**src/rtl/pfc_pkg.sv**
```systemverilog
package pfc_pkg;

   typedef enum logic [1:0] {
      PUMP_IDLE  = 2'b00,
      PUMP_RAISE = 2'b01,
      PUMP_LOWER = 2'b10
   } pump_cmd_e;

   localparam int NUM_CH = 2;
   localparam int CH_REF = 0;
   localparam int CH_FBK = 1;

endpackage

```
**src/rtl/pfc_rise_det.sv**
```systemverilog
module pfc_rise_det (
   input  logic clk,
   input  logic lvl_i,
   output logic rise_o
);

   logic prev_q;

   // Tracks the level in every cycle, reset included, so a level that is
   // already high when reset drops is not seen as an edge.
   always_ff @(posedge clk) begin
      prev_q <= lvl_i;
   end

   assign rise_o = lvl_i & ~prev_q;

endmodule

```
**src/rtl/pfc_clear_timer.sv**
```systemverilog
module pfc_clear_timer #(
   parameter int MIN_PW = 2
) (
   input  logic clk,
   input  logic rst,
   input  logic start_i,
   output logic hold_o,
   output logic rel_o
);

   localparam int CNT_W = (MIN_PW < 2) ? 1 : $clog2(MIN_PW + 1);

   generate
      if (MIN_PW == 0) begin : g_off
         logic unused_tie;
         assign unused_tie = start_i ^ clk ^ rst;
         assign hold_o     = 1'b0;
         assign rel_o      = 1'b0;
      end else begin : g_on
         logic [CNT_W-1:0] cnt_q;

         always_ff @(posedge clk) begin
            if (rst) begin
               cnt_q <= '0;
            end else if (cnt_q != '0) begin
               cnt_q <= cnt_q - CNT_W'(1);
            end else if (start_i) begin
               cnt_q <= CNT_W'(MIN_PW);
            end
         end

         assign hold_o = (cnt_q != '0);
         assign rel_o  = (cnt_q == CNT_W'(1));
      end
   endgenerate

endmodule

```
**src/rtl/pfc_flag_core.sv**
```systemverilog
module pfc_flag_core #(
   parameter int MIN_PW = 2
) (
   input  logic clk,
   input  logic rst,
   input  logic ref_rise_i,
   input  logic fbk_rise_i,
   input  logic hold_i,
   input  logic rel_i,
   output logic meet_o,
   output logic up_o,
   output logic dn_o
);

   localparam bit STRETCH = (MIN_PW > 0);

   logic up_q, dn_q;
   logic up_nx, dn_nx;

   assign up_nx  = up_q | ref_rise_i;
   assign dn_nx  = dn_q | fbk_rise_i;
   assign meet_o = up_nx & dn_nx & ~hold_i;

   always_ff @(posedge clk) begin
      if (rst) begin
         up_q <= 1'b0;
         dn_q <= 1'b0;
      end else if (hold_i) begin
         if (rel_i) begin
            up_q <= 1'b0;
            dn_q <= 1'b0;
         end
      end else if (meet_o) begin
         up_q <= STRETCH;
         dn_q <= STRETCH;
      end else begin
         up_q <= up_nx;
         dn_q <= dn_nx;
      end
   end

   assign up_o = up_q;
   assign dn_o = dn_q;

endmodule

```
**src/rtl/pfc_cmd_enc.sv**
```systemverilog
module pfc_cmd_enc
   import pfc_pkg::*;
(
   input  logic       up_i,
   input  logic       dn_i,
   output logic [1:0] cmd_o
);

   pump_cmd_e cmd;

   always_comb begin
      unique case ({dn_i, up_i})
         2'b01:   cmd = PUMP_RAISE;
         2'b10:   cmd = PUMP_LOWER;
         default: cmd = PUMP_IDLE;
      endcase
   end

   assign cmd_o = cmd;

endmodule

```
**src/rtl/phase_freq_cmp.sv**
```systemverilog
module phase_freq_cmp
   import pfc_pkg::*;
#(
   parameter int MIN_PW = 2
) (
   input  logic       clk,
   input  logic       rst,
   input  logic       ref_in,
   input  logic       fbk_in,
   output logic       up_o,
   output logic       dn_o,
   output logic [1:0] pump_cmd_o
);

   generate
      if (MIN_PW < 0 || MIN_PW > 65535) begin : g_bad_min_pw
         $error("phase_freq_cmp: MIN_PW must lie in 0..65535");
      end
   endgenerate

   logic [NUM_CH-1:0] lvl;
   logic [NUM_CH-1:0] rise;
   logic              ref_rise, fbk_rise;
   logic              hold, rel, meet;

   assign lvl[CH_REF] = ref_in;
   assign lvl[CH_FBK] = fbk_in;

   generate
      for (genvar ch = 0; ch < NUM_CH; ch++) begin : g_edge
         pfc_rise_det u_det (
            .clk    (clk),
            .lvl_i  (lvl[ch]),
            .rise_o (rise[ch])
         );
      end
   endgenerate

   assign ref_rise = rise[CH_REF];
   assign fbk_rise = rise[CH_FBK];

   pfc_clear_timer #(.MIN_PW(MIN_PW)) u_timer (
      .clk     (clk),
      .rst     (rst),
      .start_i (meet),
      .hold_o  (hold),
      .rel_o   (rel)
   );

   pfc_flag_core #(.MIN_PW(MIN_PW)) u_core (
      .clk        (clk),
      .rst        (rst),
      .ref_rise_i (ref_rise),
      .fbk_rise_i (fbk_rise),
      .hold_i     (hold),
      .rel_i      (rel),
      .meet_o     (meet),
      .up_o       (up_o),
      .dn_o       (dn_o)
   );

   pfc_cmd_enc u_enc (
      .up_i  (up_o),
      .dn_i  (dn_o),
      .cmd_o (pump_cmd_o)
   );

endmodule

```
**config.mk**
```make
export PLATFORM = sky130hd
export DESIGN_NAME = phase_freq_cmp
export DESIGN_NICKNAME = d
export VERILOG_FILES = /design/src/rtl/pfc_pkg.sv /design/src/rtl/pfc_rise_det.sv /design/src/rtl/pfc_clear_timer.sv /design/src/rtl/pfc_flag_core.sv /design/src/rtl/pfc_cmd_enc.sv /design/src/rtl/phase_freq_cmp.sv
export SDC_FILE = /design/constraint.sdc
export NUM_CORES = 1
export LEC_CHECK = 0
export BUFFER_PORTS_ARGS = -buffer_cell sky130_fd_sc_hd__buf_4
export CAP_MARGIN = 5
export CELL_PAD_IN_SITES_DETAIL_PLACEMENT = 1
export CELL_PAD_IN_SITES_GLOBAL_PLACEMENT = 1
export CORE_AREA = 5 5 42 44
export CTS_CLUSTER_DIAMETER = 100
export DETAILED_ROUTE_END_ITERATION = 16
export DIE_AREA = 0 0 47 49
export HOLD_SLACK_MARGIN = 0.08
export PLACE_DENSITY_LB_ADDON = 0.3
export SKIP_LAST_GASP = 1
export SYNTH_ARGS = -nofsm -noshare
export SYNTH_HDL_FRONTEND = slang
export SYNTH_SLANG_ARGS = --single-unit
```
**constraint.sdc**
```tcl
create_clock -name clk -period 4.39 [get_ports clk]
set_input_delay 0.2195 -clock clk [delete_from_list [all_inputs] [get_ports clk]]
set_output_delay 0.2195 -clock clk [all_outputs]
set_load 0.02 [all_outputs]
```
==> impl_metrics.csv, run 1 <==
group,metric,value,unit
outcome,outcome,"completed",
placed_design,place_ws,2.89,ns
final_layout,syn2layout_area_growth,34.0,%
clocking,cts_root_buf,"clkbuf_4",
drt,vias,236,
timing,finalHoldViolations,0,
yosys,yosysWarnings,0,
placed_design,io_buffers,7,
drt,antenna_left,0,
yosys,synth_cells,30,
drt,drc,0,
setup_path,required,4.52,ns
final_layout,mostFrequentLayoutCells,"buf_4 (7), dfxtp_1 (6), nor2_1 (5), inv_1 (4), nand2b_1 (4)",
drt,first_iter_violations,2,
hold_path,hp-class,"in -> reg",
floorplanning,initial_utilization,0.221,
power,peakVddDrop,0.158,mV
timing,period_share,0.338,
setup_path,cp_max_fo,4,
job,max-cap-violations,0,
clocking,holdBufCountCts,0,
power,p_per_area,487,nW/um^2
setup_path,critPathSlowestCell,"dfxtp_1",
drt,routed_wl,629,um
drt,dr.pass1.iters,2,
setup_path,critPathLaunch,"u_timer.g_on.cnt_q[0]",
floorplanning,row_count,14,
yosys,seq_area_frac_synth,0.389,
yosys,syn_area,309,um^2
yosys,avgSynthCellArea,10.3,um^2
final_layout,fin_nets,50,
timing,slew_headroom,0.832,
global_route,grt_pass1_vias,256,
setup_path,cp_cell_sequence,"inv_1 > ha_1 > nor2b_4 > a32oi_2 > mux2_4",
setup_path,start_kind,"register",
timing,worst_slack,2.91,ns
timing,rsz0062_at_grt,"no",
setup_path,r2r_start,"u_timer.g_on.cnt_q[0]",
clocking,htreeDepth,1,
timing,fmax,675,MHz
setup_path,worstPathArrival,1.62,ns
floorplanning,ios,8,
global_route,grt_pass1_wl,1.01,mm
setup_path,crit_path_max_incr_delay,0.35,ns
clocking,cts_setup_buffers,0,
clocking,clk_path_buf_depth,2,
yosys,synth_nets,37,
drt,wl_per_cell,11.0,um
hold_path,worstHoldStart,"ref_in",
yosys,ys_ff_latch,6,
drt,vias_per_cell,4.14,
placed_design,placed_cell_area,382,um^2
clocking,cts.sinks,6,
setup_path,worst-setup-path-type,"reg -> reg",
clocking,post_cts_resized,0,
floorplanning,dieHeight,49,um
timing,finalSetupTns,0,ns
timing,setup_violations,0,
yosys,yosys.cell_types.count,12,
global_route,grt_use_total,0.0663,
placed_design,dp_hpwl,492,um
setup_path,worstSetupEndpointType,"register",
final_layout,layout.cells.non_filler,57,
placed_design,placed_cells,53,
final_layout,drive_gt1_frac,0.341,
floorplanning,die_area,2300,um^2
hold_path,hold_path_depth,1,
power,leakagePower,0.196,nW
clocking,cts_tree,"done",
hold_path,hold_end,"g_edge[0].u_det.prev_q",
placed_design,gp_congestion,0.757,
setup_path,r2r_setup_slack,2.91,ns
clocking,cts_made_buffers,3,
global_route,overflow,0,
clocking,clk_latency,0.24,ns
floorplanning,die_w,47,um
final_layout,antenna_cells,0,
setup_path,rr_endpoint,"u_timer.g_on.cnt_q[1]",
timing,slew_violations,0,
timing,min_period,1.48,ns
setup_path,rr_worst_depth,5,
floorplanning,coreArea,1400,um^2
global_route,grt_max_degree,7,
clocking,clkTransAtPathRegs,0.05,ns
global_route,grt_antenna_before_repair,0,
final_layout,design_area,414,um^2
timing,skew,0.00459,ns
timing,worst_slew_pin_slew,0.252,ns
final_layout,final_common_cell,"buf_4",
==> worst max-delay path by stage <==
stage	slack, ns	cells past startpoint	endpoint
finish	2.91	5	u_timer.g_on.cnt_q[1]
floorplan	3.00	5	u_timer.g_on.cnt_q[1]
CTS	2.89	5	u_timer.g_on.cnt_q[1]
global route	2.86	5	u_timer.g_on.cnt_q[1]
global placement	2.93	5	u_timer.g_on.cnt_q[1]
detailed placement	2.89	5	u_timer.g_on.cnt_q[1]
==> critical path, delay by kind of cell (launching register included) <==
kind,cells,cell delay [ns]
flops,1,0.35
mux,1,0.32
compound gates,1,0.25
fa+ha+maj,1,0.24
simple gates,1,0.14
buf+inv,1,0.07
==> per-layer routing <==
metal | global-route usage | up-vias | part of all wire | routed length, um
met1 | 0.0618 | 110 | 0.43 | 268
li1 | - | 118 | - | -
met4 | 0.0691 | 0 | 0.019 | 12
met5 | 0 | - | 0 | 0
met3 | 0.0332 | 2 | 0.095 | 60
met2 | 0.0950 | 6 | 0.46 | 288
==> cells by family (layout without fill, tap and decap cells) <==
family          count (synthesis)  after routing  share of synthesized area
compound gates                  3              3                      0.109
fa+ha+maj                       3              3                      0.121
buf+inv                         4             15                     0.0486
flops                           6              6                      0.389
mux                             2              2                     0.0810
simple gates                   12             12                      0.251
==> registers in the layout (all words and copies together) (netlist names) <==
name,count
g_edge.u_det.prev_q,2
u_timer.g_on.cnt_q,2
u_core.dn_o,1
u_core.up_o,1
==> cell usage after synthesis <==
library cell / n / share of area
dfxtp_1: 6 / 0.39
nor2_1: 5 / 0.061
inv_1: 4 / 0.049
nand2b_1: 4 / 0.081
ha_1: 3 / 0.12
a2bb2oi_1: 2 / 0.057
a32oi_2: 1 / 0.053
mux2_4: 1 / 0.049
mux2i_1: 1 / 0.032
nand2b_4: 1 / 0.045
nor2b_1: 1 / 0.020
nor2b_4: 1 / 0.045
==> through the flow <==
stage / hold WS (ns) / util / power, mW
after detailed placement: 0.336 / 0.272 / 0.152
final: 0.108 / 0.296 / 0.202
after global placement: 0.334 / 0.272 / 0.149
after CTS: 0.0803 / 0.288 / 0.206
after global routing: 0.0997 / 0.296 / 0.216
after floorplan: 0.247 / - / 0.130
==> where the power goes <==
part | switching [mW] | internal [mW]
registers | 0.00783 | 0.0634
clock network | 0.0207 | 0.0310
logic | 0.0361 | 0.0429
total | 0.0646 | 0.137
==> area by class of cell <==
cell class,instances,area (um^2)
fillers,175,987
multi-input cells,20,174
flip-flops and latches,6,120
repair buffers,8,62.6
clock buffers,3,22.5
well taps,16,20.0
inverters,4,15.0
Power figures use the tool's default switching activity.
==> run 2, diff against run 1 <==
==> constraint.sdc (replaced) <==
create_clock -name clk -period 1.5 [get_ports clk]
set_input_delay 0.075 -clock clk [delete_from_list [all_inputs] [get_ports clk]]
set_output_delay 0.075 -clock clk [all_outputs]
set_load 0.02 [all_outputs]
==> run 2 against run 1 <==
Compared with the run above: register-to-register slack got worse by 2.8 ns; wire length rose by 0.32%; total power rose to 3.0 times the previous value; cell count rose by 5.3%; combinational power rose to 3.3 times the previous value; non-clock buffer count rose by 3; global-route usage rose by 1.2 points; critical path type unchanged.
==> impl_metrics.csv, run 2 (synthesis gave the netlist of run 1 again) <==
group,metric,value,unit
hold_path,hp-class,"reg -> reg",
final_layout,mostFrequentLayoutCells,"buf_4 (8), nor2_1 (5), dfxtp_1 (5), inv_1 (4), nand2b_1 (4)",
timing,rsz0062_at_grt,"no",
clocking,clk_path_buf_depth,2,
final_layout,final_common_cell,"buf_4",
floorplanning,dieHeight,49,um
floorplanning,ios,8,
timing,worst_slack,0.0874,ns
timing,period_share,0.942,
timing,slew_headroom,0.833,
clocking,clkTransAtPathRegs,0.05,ns
global_route,grt_pass1_vias,280,
global_route,grt_use_total,0.0783,
timing,worst_slew_pin_slew,0.249,ns
setup_path,r2r_start,"u_timer.g_on.cnt_q[0]",
final_layout,syn2layout_area_growth,44.1,%
placed_design,io_buffers,7,
global_route,overflow,0,
timing,fmax,708,MHz
setup_path,cp_cell_sequence,"inv_1 > ha_2 > nor2b_4 > a32oi_2 > mux2_4",
setup_path,crit_path_max_incr_delay,0.34,ns
timing,slew_violations,0,
final_layout,fill_cells,173,
setup_path,rr_worst_depth,5,
setup_path,r2r_setup_slack,0.09,ns
final_layout,antenna_cells,0,
outcome,outcome,"completed",
drt,antenna_left,0,
setup_path,rr_endpoint,"u_timer.g_on.cnt_q[1]",
global_route,grt_antenna_before_repair,0,
setup_path,cp_max_fo,4,
final_layout,reg_top3,"g_edge.u_det.prev_q (2), u_timer.g_on.cnt_q (2)",
clocking,htreeDepth,1,
timing,finalHoldViolations,0,
floorplanning,coreArea,1400,um^2
global_route,grt_max_degree,7,
final_layout,drive_gt1_frac,0.386,
final_layout,design_area,445,um^2
hold_path,worstHoldStart,"u_timer.g_on.cnt_q[0]",
power,p_per_area,1370,nW/um^2
placed_design,place_ws,-0.0153,ns
clocking,cts_tree,"done",
drt,dr.pass1.iters,1,
setup_path,worstSetupEndpointType,"register",
floorplanning,die_area,2300,um^2
clocking,cts_made_buffers,3,
floorplanning,die_w,47,um
drt,routed_wl,631,um
clocking,cts.sinks,6,
setup_path,critPathLaunch,"u_timer.g_on.cnt_q[0]",
drt,vias_per_cell,4.32,
power,leakagePower,0.209,nW
clocking,cts_root_buf,"clkbuf_4",
drt,first_iter_violations,0,
timing,skew,0.00408,ns
setup_path,required,1.62,ns
final_layout,fin_util,0.318,
hold_path,hold_path_depth,2,
drt,vias,259,
hold_path,hold_end,"u_timer.g_on.cnt_q[0]",
clocking,clk_latency,0.24,ns
floorplanning,initial_utilization,0.221,
placed_design,placed_cell_area,382,um^2
timing,finalSetupTns,0,ns
placed_design,dp_hpwl,490,um
timing,min_period,1.41,ns
drt,drc,0,
setup_path,worstPathArrival,1.53,ns
placed_design,gp_congestion,0.732,
setup_path,critPathSlowestCell,"dfxtp_2",
global_route,grt_pass1_wl,1.25,mm
final_layout,fin_nets,53,
setup_path,worst-setup-path-type,"reg -> reg",
setup_path,start_kind,"register",
power,finalPower,611,uW
drt,wl_per_cell,10.5,um
timing,setup_violations,0,
job,max-cap-violations,0,
floorplanning,row_count,14,
power,peakVddDrop,0.530,mV
-- run 2: cell count changes in the layout (fill, tap and decap cells not counted), sizes merged --
| cell | before | now |
|---|---|---|
| buf | 7 | 8 |
| dlygate4sd3 | 1 | 3 |
-- run 2: per-stage QoR --
step,hold WS [ns],std cells
after global placement,0.189,53
final,0.492,60
after CTS,0.499,60
after detailed placement,0.193,53
after floorplan,0.103,30
after global routing,0.498,60
-- run 2: area by class of cell --
cell class	instances	area, um^2	share of cell area
sequential	6	121	0.272
timing repair buffer	11	90.1	0.202
inverter	4	15.0	0.0337
clock buffer	3	22.5	0.0506
tap	16	20.0	0.0449
multi-input combinational	20	176	0.396
-- run 2: worst max-delay path by stage --
stage          cells after the start                    end  slack [ns]
5_1_grt                            5  u_timer.g_on.cnt_q[1]        0.03
6_report                           5  u_timer.g_on.cnt_q[1]        0.09
2_1_floorplan                      5  u_timer.g_on.cnt_q[1]        0.11
3_5_place_dp                       5  u_timer.g_on.cnt_q[1]       -0.02
4_1_cts                            5  u_timer.g_on.cnt_q[1]        0.02
3_3_place_gp                       5  u_timer.g_on.cnt_q[1]        0.07
-- run 2: worst max-delay path: cells and delay by family (launching register included) --
kind                       cells  cell delay (ns)
DFF                            1             0.34
AOI/OAI and AO/OA              1             0.23
buffers and inverters          1             0.07
and+or+nand+nor                1             0.13
muxes                          1             0.32
adders and majority gates      1             0.21
-- run 2: power breakdown --
group	switching (mW)	total (mW)	leakage, nW	internal (mW)
sequential	0.0248	0.212	0.0502	0.187
combinational	0.111	0.257	0.145	0.146
clock	0.0524	0.143	0.0138	0.0901
-- run 2: repair_timing --
action	CTS	global route
resized for setup	0	2
cloned	0	0
hold endpoints to repair	4	0
pin swaps	1	1
setup buffers	1	0
setup endpoints to repair	1	2
hold buffers	3	0
-- run 2: metal layers --
layer  vias to the layer above  global-route usage  share of wire
li1                        126                   -              -
met1                       125              0.0927           0.41
met3                         2              0.0443          0.086
met4                         0              0.0553          0.019
met5                         -                   0              0
met2                         6               0.102           0.48
==> run 3, diff against run 2 <==
--- a/config.mk
+++ b/config.mk
@@ -5,7 +5,6 @@
 export SDC_FILE = /design/constraint.sdc
 export NUM_CORES = 1
 export LEC_CHECK = 0
-export BUFFER_PORTS_ARGS = -buffer_cell sky130_fd_sc_hd__buf_4
 export CAP_MARGIN = 5
 export CELL_PAD_IN_SITES_DETAIL_PLACEMENT = 1
 export CELL_PAD_IN_SITES_GLOBAL_PLACEMENT = 1
@@ -13,6 +12,7 @@
 export CTS_CLUSTER_DIAMETER = 100
 export DETAILED_ROUTE_END_ITERATION = 16
 export DIE_AREA = 0 0 47 49
+export DONT_BUFFER_PORTS = 1
 export HOLD_SLACK_MARGIN = 0.08
 export PLACE_DENSITY_LB_ADDON = 0.3
 export SKIP_LAST_GASP = 1
==> constraint.sdc (replaced) <==
create_clock -name clk -period 1.6 [get_ports clk]
set_input_delay 0.08 -clock clk [delete_from_list [all_inputs] [get_ports clk]]
set_output_delay 0.08 -clock clk [all_outputs]
set_load 0.02 [all_outputs]
==> run 3 against run 2 <==
Compared with the run above: core utilization decreased by 4.0 points; cell count down 12%; final area decreased by 13%; combinational power down 23%; clock-buffer cell count unchanged; hold slack worse by 0.39 ns; non-clock buffer count decreased by 7; first-iteration DRC count increased by 4.
==> impl_metrics.csv, run 3 (synthesis gave the netlist of run 1 again) <==
group,metric,value,unit
outcome,outcome,"completed",
timing,slew_violations,0,
setup_path,worst-setup-path-type,"reg -> reg",
clocking,cts_root_buf,"clkbuf_4",
setup_path,rr_worst_depth,5,
setup_path,worstPathArrival,1.62,ns
setup_path,start_kind,"register",
timing,slew_headroom,0.735,
global_route,grt_use_total,0.0732,
final_layout,mostFrequentLayoutCells,"dfxtp_1 (6), nor2_1 (5), inv_1 (4), nand2b_1 (4)",
clocking,post_cts_resized,0,
placed_design,placed_cell_area,337,um^2
clocking,clk_path_buf_depth,2,
final_layout,fin_nets,46,
timing,setup_violations,0,
floorplanning,dieHeight,49,um
floorplanning,row_count,14,
drt,routed_wl,676,um
hold_path,hp-class,"in -> reg",
timing,fmax,671,MHz
placed_design,gp_congestion,0.592,
final_layout,syn2layout_area_growth,25.9,%
final_layout,drive_gt1_frac,0.216,
setup_path,r2r_setup_slack,0.11,ns
timing,skew,0.00649,ns
hold_path,hold_path_depth,3,
drt,wl_per_cell,12.8,um
clocking,clk_latency,0.24,ns
timing,rsz0062_at_grt,"no",
placed_design,place_ws,0.0913,ns
drt,first_iter_violations,4,
placed_design,placed_cells,47,
job,max-cap-violations,0,
global_route,grt_antenna_before_repair,0,
final_layout,fill_cells,173,
floorplanning,coreArea,1400,um^2
drt,drc,0,
drt,antenna_left,0,
setup_path,required,1.73,ns
timing,min_period,1.49,ns
global_route,grt_max_degree,7,
power,leakagePower,0.174,nW
drt,vias,235,
final_layout,design_area,389,um^2
timing,worst_slack,0.109,ns
clocking,clkTransAtPathRegs,0.05,ns
clocking,cts_tree,"done",
global_route,grt_pass1_vias,273,
placed_design,io_buffers,0,
timing,finalSetupTns,0,ns
drt,vias_per_cell,4.43,
drt,dr.pass1.iters,4,
floorplanning,ios,8,
clocking,htreeDepth,1,
timing,finalHoldViolations,0,
final_layout,multi_input_area,174,um^2
timing,period_share,0.932,
power,peakVddDrop,0.430,mV
final_layout,antenna_cells,0,
floorplanning,die_w,47,um
final_layout,reg_top3,"g_edge.u_det.prev_q (2), u_timer.g_on.cnt_q (2)",
power,p_per_area,1380,nW/um^2
final_layout,seqCellArea,120,um^2
clocking,cts_made_buffers,3,
final_layout,final_common_cell,"dfxtp_1",
global_route,overflow,0,
timing,worst_slew_pin_slew,0.396,ns
global_route,grt_pass1_wl,1.20,mm
clocking,cts.sinks,6,
setup_path,worstSetupEndpointType,"register",
final_layout,layout.cells.non_filler,53,
setup_path,cp_max_fo,4,
floorplanning,die_area,2300,um^2
floorplanning,initial_utilization,0.221,
run 3: metal layers:
layer	share of wire	track usage
met4	0	0.0415
met2	0.53	0.113
met3	0.086	0.0369
met5	0	0
met1	0.39	0.0768
run 3: final timing paths:
| path | from | end |
|---|---|---|
| worst max-delay path | u_timer.g_on.cnt_q[0] | u_timer.g_on.cnt_q[1] |
| worst min-delay path | ref_in | u_core.up_o |
| worst max register to register | u_timer.g_on.cnt_q[0] | u_timer.g_on.cnt_q[1] |
| worst min register to register | u_timer.g_on.cnt_q[0] | u_timer.g_on.cnt_q[0] |
run 3: where the power goes:
group | internal, mW | leakage, nW | total (mW) | switching [mW]
logic | 0.102 | 0.111 | 0.199 | 0.0970
clock network | 0.0850 | 0.0138 | 0.141 | 0.0564
registers | 0.174 | 0.0497 | 0.198 | 0.0241
run 3: timing repair:
| action | in CTS | in global routing |
|---|---|---|
| hold endpoints to repair | 6 | 0 |
| hold buffers | 3 | 0 |
| setup buffers | 0 | 0 |
run 3: worst max-delay path, stage by stage (launching register included):
cell     delay (ns)
dfxtp_1        0.35
inv_1          0.07
ha_1           0.25
nor2b_4        0.14
a32oi_2        0.24
mux2_4         0.32
run 3: layout make-up:
cell class,instances,share of cell area
clock buffer,3,0.0579
inverter,4,0.0386
multi-input combinational,20,0.447
sequential,6,0.309
tap,16,0.0514
timing repair buffer,4,0.0965
run 3: metrics by stage:
stage               hold slack [ns]  utilization  total power [mW]
floorplan                     0.108            -             0.356
global placement              0.108        0.240             0.384
detailed placement            0.108        0.240             0.396
CTS                          0.0959        0.278             0.552
global route                  0.130        0.278             0.581
finish                        0.106        0.278             0.538
